==> src/rtl/irqc_pkg.sv <==
package irqc_pkg;

   localparam int NUM_EXC = 4;

   // exception cause positions (order is service priority)
   localparam int EXC_TRAP    = 0;
   localparam int EXC_WDT_IRQ = 1;
   localparam int EXC_WDT_OSC = 2;
   localparam int EXC_XTAL    = 3;

   // causes that the global enable can hold back
   localparam logic [NUM_EXC-1:0] EXC_GATED = 4'b0010;

   // register map
   localparam int REG_PEND = 0;
   localparam int REG_GEN  = 1;
   localparam int REG_PRIO = 2;
   localparam int REG_EXC  = 3;

   typedef enum logic [1:0] {
      LVL_OFF = 2'd0,
      LVL_1   = 2'd1,
      LVL_2   = 2'd2,
      LVL_3   = 2'd3
   } irq_lvl_e;

endpackage

==> src/rtl/irqc_req_bank.sv <==
module irqc_req_bank #(
   parameter int W = 16
) (
   input  logic         clk,
   input  logic         rst_n,
   input  logic [W-1:0] evt,
   input  logic [W-1:0] sw_clr,
   input  logic [W-1:0] ack_clr,
   output logic [W-1:0] pend
);

   if (W < 1) begin : g_chk_w
      $error("irqc_req_bank: W must be at least 1");
   end

   logic [W-1:0] pend_q;

   always_ff @(posedge clk or negedge rst_n) begin
      if (!rst_n) pend_q <= '0;
      else        pend_q <= (pend_q & ~(sw_clr | ack_clr)) | evt;
   end

   assign pend = pend_q;

   assert_event_latched_R1: assert property (@(posedge clk) disable iff (!rst_n)
      (|evt) |=> ((pend & $past(evt)) == $past(evt)));

   assert_set_beats_clear_R3: assert property (@(posedge clk) disable iff (!rst_n)
      (|(evt & (sw_clr | ack_clr))) |=> ((pend & $past(evt & (sw_clr | ack_clr))) != '0));

   assert_sw_clear_R2: assert property (@(posedge clk) disable iff (!rst_n)
      (|(sw_clr & ~evt)) |=> ((pend & $past(sw_clr & ~evt)) == '0));

endmodule

==> src/rtl/irqc_regs.sv <==
module irqc_regs import irqc_pkg::*; #(
   parameter int NSRC   = 16,
   parameter int DATA_W = 32,
   parameter int ADDR_W = 2
) (
   input  logic                 clk,
   input  logic                 rst_n,
   input  logic                 bus_we,
   input  logic [ADDR_W-1:0]    bus_addr,
   input  logic [DATA_W-1:0]    bus_wdata,
   input  logic [NSRC-1:0]      src_pend,
   input  logic [NUM_EXC-1:0]   exc_pend,
   output logic                 gen_en,
   output logic [NSRC-1:0][1:0] src_prio,
   output logic [NSRC-1:0]      src_sw_clr,
   output logic [NUM_EXC-1:0]   exc_sw_clr,
   output logic [DATA_W-1:0]    bus_rdata
);

   localparam int PRIO_W = 2 * NSRC;

   if (PRIO_W > DATA_W) begin : g_chk_prio
      $error("irqc_regs: priority fields do not fit the data width");
   end
   if (ADDR_W < 2) begin : g_chk_addr
      $error("irqc_regs: address width must reach four registers");
   end

   logic              gen_q;
   logic [PRIO_W-1:0] prio_q;

   wire hit_pend = (bus_addr == ADDR_W'(REG_PEND));
   wire hit_gen  = (bus_addr == ADDR_W'(REG_GEN));
   wire hit_prio = (bus_addr == ADDR_W'(REG_PRIO));
   wire hit_exc  = (bus_addr == ADDR_W'(REG_EXC));

   always_ff @(posedge clk or negedge rst_n) begin
      if (!rst_n) begin
         gen_q  <= 1'b0;
         prio_q <= '0;
      end else if (bus_we) begin
         if (hit_gen)  gen_q  <= bus_wdata[0];
         if (hit_prio) prio_q <= bus_wdata[PRIO_W-1:0];
      end
   end

   assign gen_en     = gen_q;
   assign src_prio   = prio_q;
   assign src_sw_clr = (bus_we && hit_pend) ? ~bus_wdata[NSRC-1:0]    : '0;
   assign exc_sw_clr = (bus_we && hit_exc)  ? ~bus_wdata[NUM_EXC-1:0] : '0;

   always_comb begin
      bus_rdata = '0;
      if (hit_pend)      bus_rdata[NSRC-1:0]    = src_pend;
      else if (hit_gen)  bus_rdata[0]           = gen_q;
      else if (hit_prio) bus_rdata[PRIO_W-1:0]  = prio_q;
      else if (hit_exc)  bus_rdata[NUM_EXC-1:0] = exc_pend;
   end

endmodule

==> src/rtl/irqc_arbiter.sv <==
module irqc_arbiter import irqc_pkg::*; #(
   parameter int NSRC  = 16,
   parameter int IDX_W = 5
) (
   input  logic                 clk,
   input  logic                 rst_n,
   input  logic [NSRC-1:0]      src_pend,
   input  logic [NSRC-1:0][1:0] src_prio,
   input  logic                 gen_en,
   input  logic [NUM_EXC-1:0]   exc_pend,
   output logic                 win_valid,
   output logic                 win_is_exc,
   output logic [IDX_W-1:0]     win_idx
);

   localparam int SRC_W = (NSRC > 1) ? $clog2(NSRC) : 1;

   if (NSRC < 2) begin : g_chk_n
      $error("irqc_arbiter: NSRC must be at least 2");
   end
   if ((1 << IDX_W) < NSRC + NUM_EXC) begin : g_chk_idx
      $error("irqc_arbiter: IDX_W too narrow for all vectors");
   end

   // per-level hit vectors, level 0 never wins
   logic [3:0][NSRC-1:0] lvl_hit;
   assign lvl_hit[0] = '0;

   for (genvar lv = 1; lv < 4; lv++) begin : g_lvl
      logic             any_l;
      logic [IDX_W-1:0] idx_l;
      for (genvar s = 0; s < NSRC; s++) begin : g_src
         assign lvl_hit[lv][s] = src_pend[s] & gen_en & (src_prio[s] == 2'(lv));
      end
      assign any_l = |lvl_hit[lv];
      always_comb begin
         idx_l = '0;
         for (int i = NSRC - 1; i >= 0; i--)
            if (lvl_hit[lv][i]) idx_l = IDX_W'(i);
      end
   end

   logic [NUM_EXC-1:0] exc_ok;
   logic [IDX_W-1:0]   exc_idx;

   assign exc_ok = exc_pend & (~EXC_GATED | {NUM_EXC{gen_en}});

   always_comb begin
      exc_idx = '0;
      for (int k = NUM_EXC - 1; k >= 0; k--)
         if (exc_ok[k]) exc_idx = IDX_W'(k);
   end

   always_comb begin
      win_valid  = 1'b1;
      win_is_exc = 1'b0;
      win_idx    = '0;
      if (|exc_ok) begin
         win_is_exc = 1'b1;
         win_idx    = IDX_W'(NSRC) + exc_idx;
      end else if (g_lvl[3].any_l) begin
         win_idx = g_lvl[3].idx_l;
      end else if (g_lvl[2].any_l) begin
         win_idx = g_lvl[2].idx_l;
      end else if (g_lvl[1].any_l) begin
         win_idx = g_lvl[1].idx_l;
      end else begin
         win_valid = 1'b0;
      end
   end

   // assertion helpers
   logic [SRC_W-1:0] src_sel;
   logic [NSRC-1:0]  below_mask;
   logic [1:0]       sel_lvl;
   assign src_sel    = win_idx[SRC_W-1:0];
   assign below_mask = (NSRC'(1) << src_sel) - NSRC'(1);
   assign sel_lvl    = src_prio[src_sel];

   assert_level_order_R4: assert property (@(posedge clk) disable iff (!rst_n)
      (win_valid && !win_is_exc) |->
         (src_pend[src_sel] && sel_lvl != LVL_OFF &&
          (sel_lvl == LVL_3 || lvl_hit[3] == '0) &&
          (sel_lvl >= LVL_2 || lvl_hit[2] == '0)));

   assert_low_index_R5: assert property (@(posedge clk) disable iff (!rst_n)
      (win_valid && !win_is_exc) |-> ((lvl_hit[sel_lvl] & below_mask) == '0));

   assert_exc_first_R7: assert property (@(posedge clk) disable iff (!rst_n)
      (|(exc_pend & ~EXC_GATED)) |-> (win_valid && win_is_exc));

endmodule

==> src/rtl/irqc_present.sv <==
module irqc_present #(
   parameter int IDX_W = 5
) (
   input  logic             clk,
   input  logic             rst_n,
   input  logic             win_valid,
   input  logic [IDX_W-1:0] win_idx,
   input  logic             cpu_ack,
   output logic             cpu_irq,
   output logic [IDX_W-1:0] cpu_vec,
   output logic             ack_fire
);

   logic             irq_q;
   logic [IDX_W-1:0] vec_q;

   always_ff @(posedge clk or negedge rst_n) begin
      if (!rst_n) begin
         irq_q <= 1'b0;
         vec_q <= '0;
      end else if (irq_q) begin
         if (cpu_ack) irq_q <= 1'b0;
      end else if (win_valid) begin
         irq_q <= 1'b1;
         vec_q <= win_idx;
      end
   end

   assign cpu_irq  = irq_q;
   assign cpu_vec  = vec_q;
   assign ack_fire = irq_q & cpu_ack;

   assert_hold_R8: assert property (@(posedge clk) disable iff (!rst_n)
      (cpu_irq && !cpu_ack) |=> (cpu_irq && $stable(cpu_vec)));

   assert_raise_R8: assert property (@(posedge clk) disable iff (!rst_n)
      (!cpu_irq && win_valid) |=> cpu_irq);

   assert_ack_drop_R9: assert property (@(posedge clk) disable iff (!rst_n)
      (cpu_irq && cpu_ack) |=> !cpu_irq);

endmodule

==> src/rtl/tri_lvl_irq_ctrl.sv <==
module tri_lvl_irq_ctrl import irqc_pkg::*; #(
   parameter int NSRC   = 16,
   parameter int DATA_W = 32,
   parameter int ADDR_W = 2,
   parameter int IDX_W  = $clog2(NSRC + NUM_EXC)
) (
   input  logic                 clk,
   input  logic                 rst_n,
   input  logic [NSRC-1:0]      irq_src,
   input  logic [NUM_EXC-1:0]   exc_evt,
   input  logic                 bus_we,
   input  logic [ADDR_W-1:0]    bus_addr,
   input  logic [DATA_W-1:0]    bus_wdata,
   output logic [DATA_W-1:0]    bus_rdata,
   output logic                 cpu_irq,
   output logic [IDX_W-1:0]     cpu_vec,
   input  logic                 cpu_ack
);

   logic [NSRC-1:0]      src_pend, src_sw_clr, src_ack_clr;
   logic [NUM_EXC-1:0]   exc_pend, exc_sw_clr, exc_ack_clr;
   logic [NSRC-1:0][1:0] src_prio;
   logic                 gen_en, ack_fire;
   logic                 win_valid, win_is_exc;
   logic [IDX_W-1:0]     win_idx;
   logic                 unused_win_is_exc;

   assign unused_win_is_exc = win_is_exc;

   // acknowledge decode back to one pending bit
   for (genvar s = 0; s < NSRC; s++) begin : g_src_ack
      assign src_ack_clr[s] = ack_fire && (cpu_vec == IDX_W'(s));
   end
   for (genvar e = 0; e < NUM_EXC; e++) begin : g_exc_ack
      assign exc_ack_clr[e] = ack_fire && (cpu_vec == IDX_W'(NSRC + e));
   end

   irqc_req_bank #(.W(NSRC)) u_src_bank (
      .clk(clk), .rst_n(rst_n), .evt(irq_src),
      .sw_clr(src_sw_clr), .ack_clr(src_ack_clr), .pend(src_pend));

   irqc_req_bank #(.W(NUM_EXC)) u_exc_bank (
      .clk(clk), .rst_n(rst_n), .evt(exc_evt),
      .sw_clr(exc_sw_clr), .ack_clr(exc_ack_clr), .pend(exc_pend));

   irqc_regs #(.NSRC(NSRC), .DATA_W(DATA_W), .ADDR_W(ADDR_W)) u_regs (
      .clk(clk), .rst_n(rst_n), .bus_we(bus_we), .bus_addr(bus_addr),
      .bus_wdata(bus_wdata), .src_pend(src_pend), .exc_pend(exc_pend),
      .gen_en(gen_en), .src_prio(src_prio), .src_sw_clr(src_sw_clr),
      .exc_sw_clr(exc_sw_clr), .bus_rdata(bus_rdata));

   irqc_arbiter #(.NSRC(NSRC), .IDX_W(IDX_W)) u_arb (
      .clk(clk), .rst_n(rst_n), .src_pend(src_pend), .src_prio(src_prio),
      .gen_en(gen_en), .exc_pend(exc_pend), .win_valid(win_valid),
      .win_is_exc(win_is_exc), .win_idx(win_idx));

   irqc_present #(.IDX_W(IDX_W)) u_pres (
      .clk(clk), .rst_n(rst_n), .win_valid(win_valid), .win_idx(win_idx),
      .cpu_ack(cpu_ack), .cpu_irq(cpu_irq), .cpu_vec(cpu_vec),
      .ack_fire(ack_fire));

   assert_gen_blocks_R6: assert property (@(posedge clk) disable iff (!rst_n)
      (!cpu_irq && !gen_en && ((exc_pend & ~EXC_GATED) == '0)) |=> !cpu_irq);

   assert_nmi_bypass_R7: assert property (@(posedge clk) disable iff (!rst_n)
      (!cpu_irq && ((exc_pend & ~EXC_GATED) != '0)) |=>
         (cpu_irq && cpu_vec >= IDX_W'(NSRC)));

endmodule

==> config.mk <==
export PLATFORM = sky130hd
export DESIGN_NAME = tri_lvl_irq_ctrl
export DESIGN_NICKNAME = d
export VERILOG_FILES = /design/src/rtl/irqc_pkg.sv /design/src/rtl/irqc_req_bank.sv /design/src/rtl/irqc_regs.sv /design/src/rtl/irqc_arbiter.sv /design/src/rtl/irqc_present.sv /design/src/rtl/tri_lvl_irq_ctrl.sv
export SDC_FILE = /design/constraint.sdc
export NUM_CORES = 1
export LEC_CHECK = 0
export BUFFER_PORTS_ARGS = -buffer_cell sky130_fd_sc_hd__buf_4
export CORE_ASPECT_RATIO = 2
export CORE_MARGIN = 2
export CORE_UTILIZATION = 50
export CTS_BUF_LIST = sky130_fd_sc_hd__clkbuf_8
export CTS_CLUSTER_SIZE = 14
export DETAILED_ROUTE_END_ITERATION = 8
export GPL_ROUTABILITY_DRIVEN = 0
export PLACE_DENSITY = 0.72
export SLEW_MARGIN = 15
export SYNTH_ARGS = -nofsm -noshare
export SYNTH_HDL_FRONTEND = slang
export SYNTH_SLANG_ARGS = --single-unit
export TNS_END_PERCENT = 10
==> constraint.sdc <==
create_clock -name clk -period 2.2 [get_ports clk]
set_clock_uncertainty 0.1 [all_clocks]
set_input_delay 0.11 -clock clk [delete_from_list [all_inputs] [get_ports clk]]
set_output_delay 0.11 -clock clk [all_outputs]
set_load 0.01 [all_outputs]
==> impl_metrics.ini <==
[outcome]
status = finished, violations left
violations = negative setup slack

[clocking]
clock_sinks = 59
htree_levels = 3
cts_buffers = 9
cts.path.max_buffers = 2
cts-root-buf = clkbuf_8
cts_tree = done
clk_pin_slew_ps = 60
clk_latency_ps = 360

[finish]
fillerInstances = 521
multi_input_area_um2 = 2330
diodes = 0
area_delta_synth_final_pct = 48.4
nets = 641
drive_gt1_share_pct = 33.7
seq_area_um2 = 1480
final_cells = 681

[die]
row_count = 45
die_height_um = 129
dieArea_um2 = 8620
ios = 96
core_um2 = 7600
start_util_pct = 51.6
die_w_um = 66.6

[drt]
num_vias = 4354
drtIter0Drc = 422
wl_per_cell_um = 21.4
vias_per_cell = 6.39
ant_nets = 0
post-route-drc-count = 0
first_pass_iters = 5
drt-total-wl_mm = 14.6

[yosys]
synth_cell_types = 44
syn_area_per_cell_um2 = 9.96
synthCells = 394
synth_edf_count = 0
syn-num-nets = 452
ys_ff_latch = 59
synthArstFlopShare_pct = 100
synth_seq_area_share_pct = 37.6
yosys_warnings = 0
syn_area_um2 = 3920
synth_ff_type = dfrtp_1

[worst_setup_path]
cpMostUsedCell = nand4_1
crit_fanout = 13
crit_cells = 8
slowest_stage = dfrtp_2
path_delay_family = simple AND/OR/NAND/NOR gates
rrSetupSlack_ps = -90
cp.required_ps = 2340
end_kind = flip-flop
arrival_ps = 2430
start_kind = flip-flop
critPathKind = flip-flop to flip-flop
rr_worst_depth = 8
critPathMaxStageDelay_ps = 460
path_buf_inv = 1
cp_cell_sequence = buf_6, nand4_1, nand4_1, nor4_4, nand4_1, nand2b_1, nor3b_1, a22o_1

[global_routing]
antenna_found_initial = 0
grt_pass1_vias = 4355
overflow = 0
grt_usage_pct = 35.9
grt_max_degree = 60
grt_pass1_wl_mm = 22.5

[sta]
rsz0062_at_grt = true
setup_ws_ps = -85.9
tightest_slew_ps = 767
period_needed_ps = 2290
relSlewSlack_pct = 48.9
fmax_mhz = 437
slew_violations = 0
setup_viol = 6
fin_crit_sh_pct = 104
hold_violations = 0

[pwr]
sequentialPowerShare_pct = 35.3
p_int_mw = 2.71
power_switching_mw = 1.42
ir_worst_vdd_mv = 0.541
cellLeakagePower_nw = 2.56
pwr-share-comb_pct = 37.2
swShare_pct = 34.4
pwr-share-clk_pct = 27.5
p_per_area_nw_per_um2 = 711

[place]
hpwl_mm = 10.2
dp_cells = 596
preCtsSetupSlack_ps = 6.46
port_buffers = 95

[min_path]
hp-class = input port to flip-flop
min_path_cells = 4

[run]
cap_violations = 0
synthesized netlist by cell type, types with 3 or more instances:
library cell   n  area [um2]
mux2_2        36         405
mux2i_1       12         120
inv_1          4        15.0
o21bai_1       8        60.1
o21ai_0       17        85.1
nand4_1       26         163
and4b_1        6        60.1
buf_2          4        20.0
buf_6          5        56.3
nor2b_1        6        37.5
nor3_1         5        25.0
nand2b_1      20         125
clkbuf_1       8        30.0
dfrtp_1       59        1480
a21boi_0       3        22.5
a21oi_1        3        15.0
nand2_1       36         135
nand4b_1      29         254
a22o_1         4        35.0
o221ai_1      15         131
a31oi_1        3        18.8
nor2_1        26        97.6
nand4_2        6        75.1
nand3_1        6        30.0
and2_1        17         106
per-layer routing:
layer | wire [um] | track usage, %
met2 | 7880 | 64.8
met5 | 0 | 0
met3 | 807 | 7.47
met1 | 4600 | 33.4
met4 | 1320 | 28.5
power groups by stage:
stage,combinational [mW],clock [mW],sequential (mW)
after floorplan,0.938,0,1.37
after global placement,1.37,0,1.45
after detailed placement,1.38,0,1.46
after CTS,1.49,1.16,1.44
after global routing,1.65,1.20,1.47
final,1.54,1.14,1.46
registers in the layout, summed over array words and instances (netlist names):
| signal | count |
|---|---|
| u_exc_bank.pend | 4 |
| u_pres.cpu_irq | 1 |
| u_pres.cpu_vec | 5 |
| u_regs.gen_en | 1 |
| u_regs.src_prio | 32 |
| u_src_bank.pend | 16 |
worst register-to-register path: cells and delay by family (launching register included):
| family | cells | cell delay (ps) |
|---|---|---|
| AND/OR/NAND/NOR | 6 | 1270 |
| flip-flops | 1 | 460 |
| AO/OA/AOI/OAI | 1 | 190 |
| buffers and inverters | 1 | 160 |
through the flow:
step / hold slack [ps] / total power [mW] / setup TNS [ps] / util [%] / cell area (um2)
after floorplan: -286 / 2.31 / 0 / - / 3920
after global placement: 123 / 2.81 / 0 / 64.1 / 4870
after detailed placement: 122 / 2.84 / 0 / 64.1 / 4870
after CTS: 98.1 / 4.09 / 0 / 76.0 / 5780
after global routing: 156 / 4.32 / -1050 / 76.6 / 5820
final: 114 / 4.14 / -377 / 76.6 / 5820
repair_timing:
action,4_1_cts,5_1_grt
cloned,0,0
endpoints found under the setup margin,5,14
hold buffers,67,0
pin swaps,2,3
gates resized for setup,2,9
hold endpoints to repair,113,0
buffers inserted,1,2
cells in the final DEF, fill, tap and decap left out, drive strengths merged, types with 5 or more instances in the layout:
cell type / count
clkbuf: 11
o221ai: 15
nand4: 32
nand3: 6
nor2: 26
mux2i: 12
o21bai: 8
nand2b: 20
and2: 17
buf: 129
nand4b: 31
dfrtp: 59
nand2: 36
nor2b: 6
and4b: 6
o21ai: 19
nor3: 5
dlygate4sd3: 67
mux2: 36
path summary, 6_finish.rpt:
check,from,endpoint
hold reg to reg,u_regs.src_prio[26],u_regs.src_prio[26]
setup / recovery,u_regs.gen_en,u_pres.cpu_vec[1]
min in group asynchronous,rst_n,u_src_bank.pend[2]
hold / removal,bus_we,u_regs.gen_en
setup reg to reg,u_regs.gen_en,u_pres.cpu_vec[1]
max in group asynchronous,rst_n,u_regs.gen_en
cell type report:
type / count / share of cell area (%)
multi-input cells: 313 / 40.0
repair buffers: 196 / 28.4
flip-flops and latches: 59 / 25.4
clock buffers: 11 / 2.60
well taps: 94 / 2.02
clock inverters: 4 / 1.27
inverters: 4 / 0.258
logic make-up (layout without fill, tap and decap cells):
family / Yosys count / in the layout / share of synthesized area (%)
AND/OR/NAND/NOR: 194 / 194 / 32.3
multiplexers: 49 / 49 / 14.0
buffers and inverters: 22 / 215 / 3.28
AO/OA/AOI/OAI: 70 / 70 / 12.8
flip-flops: 59 / 59 / 37.6
(Power assumes the default switching activity.)
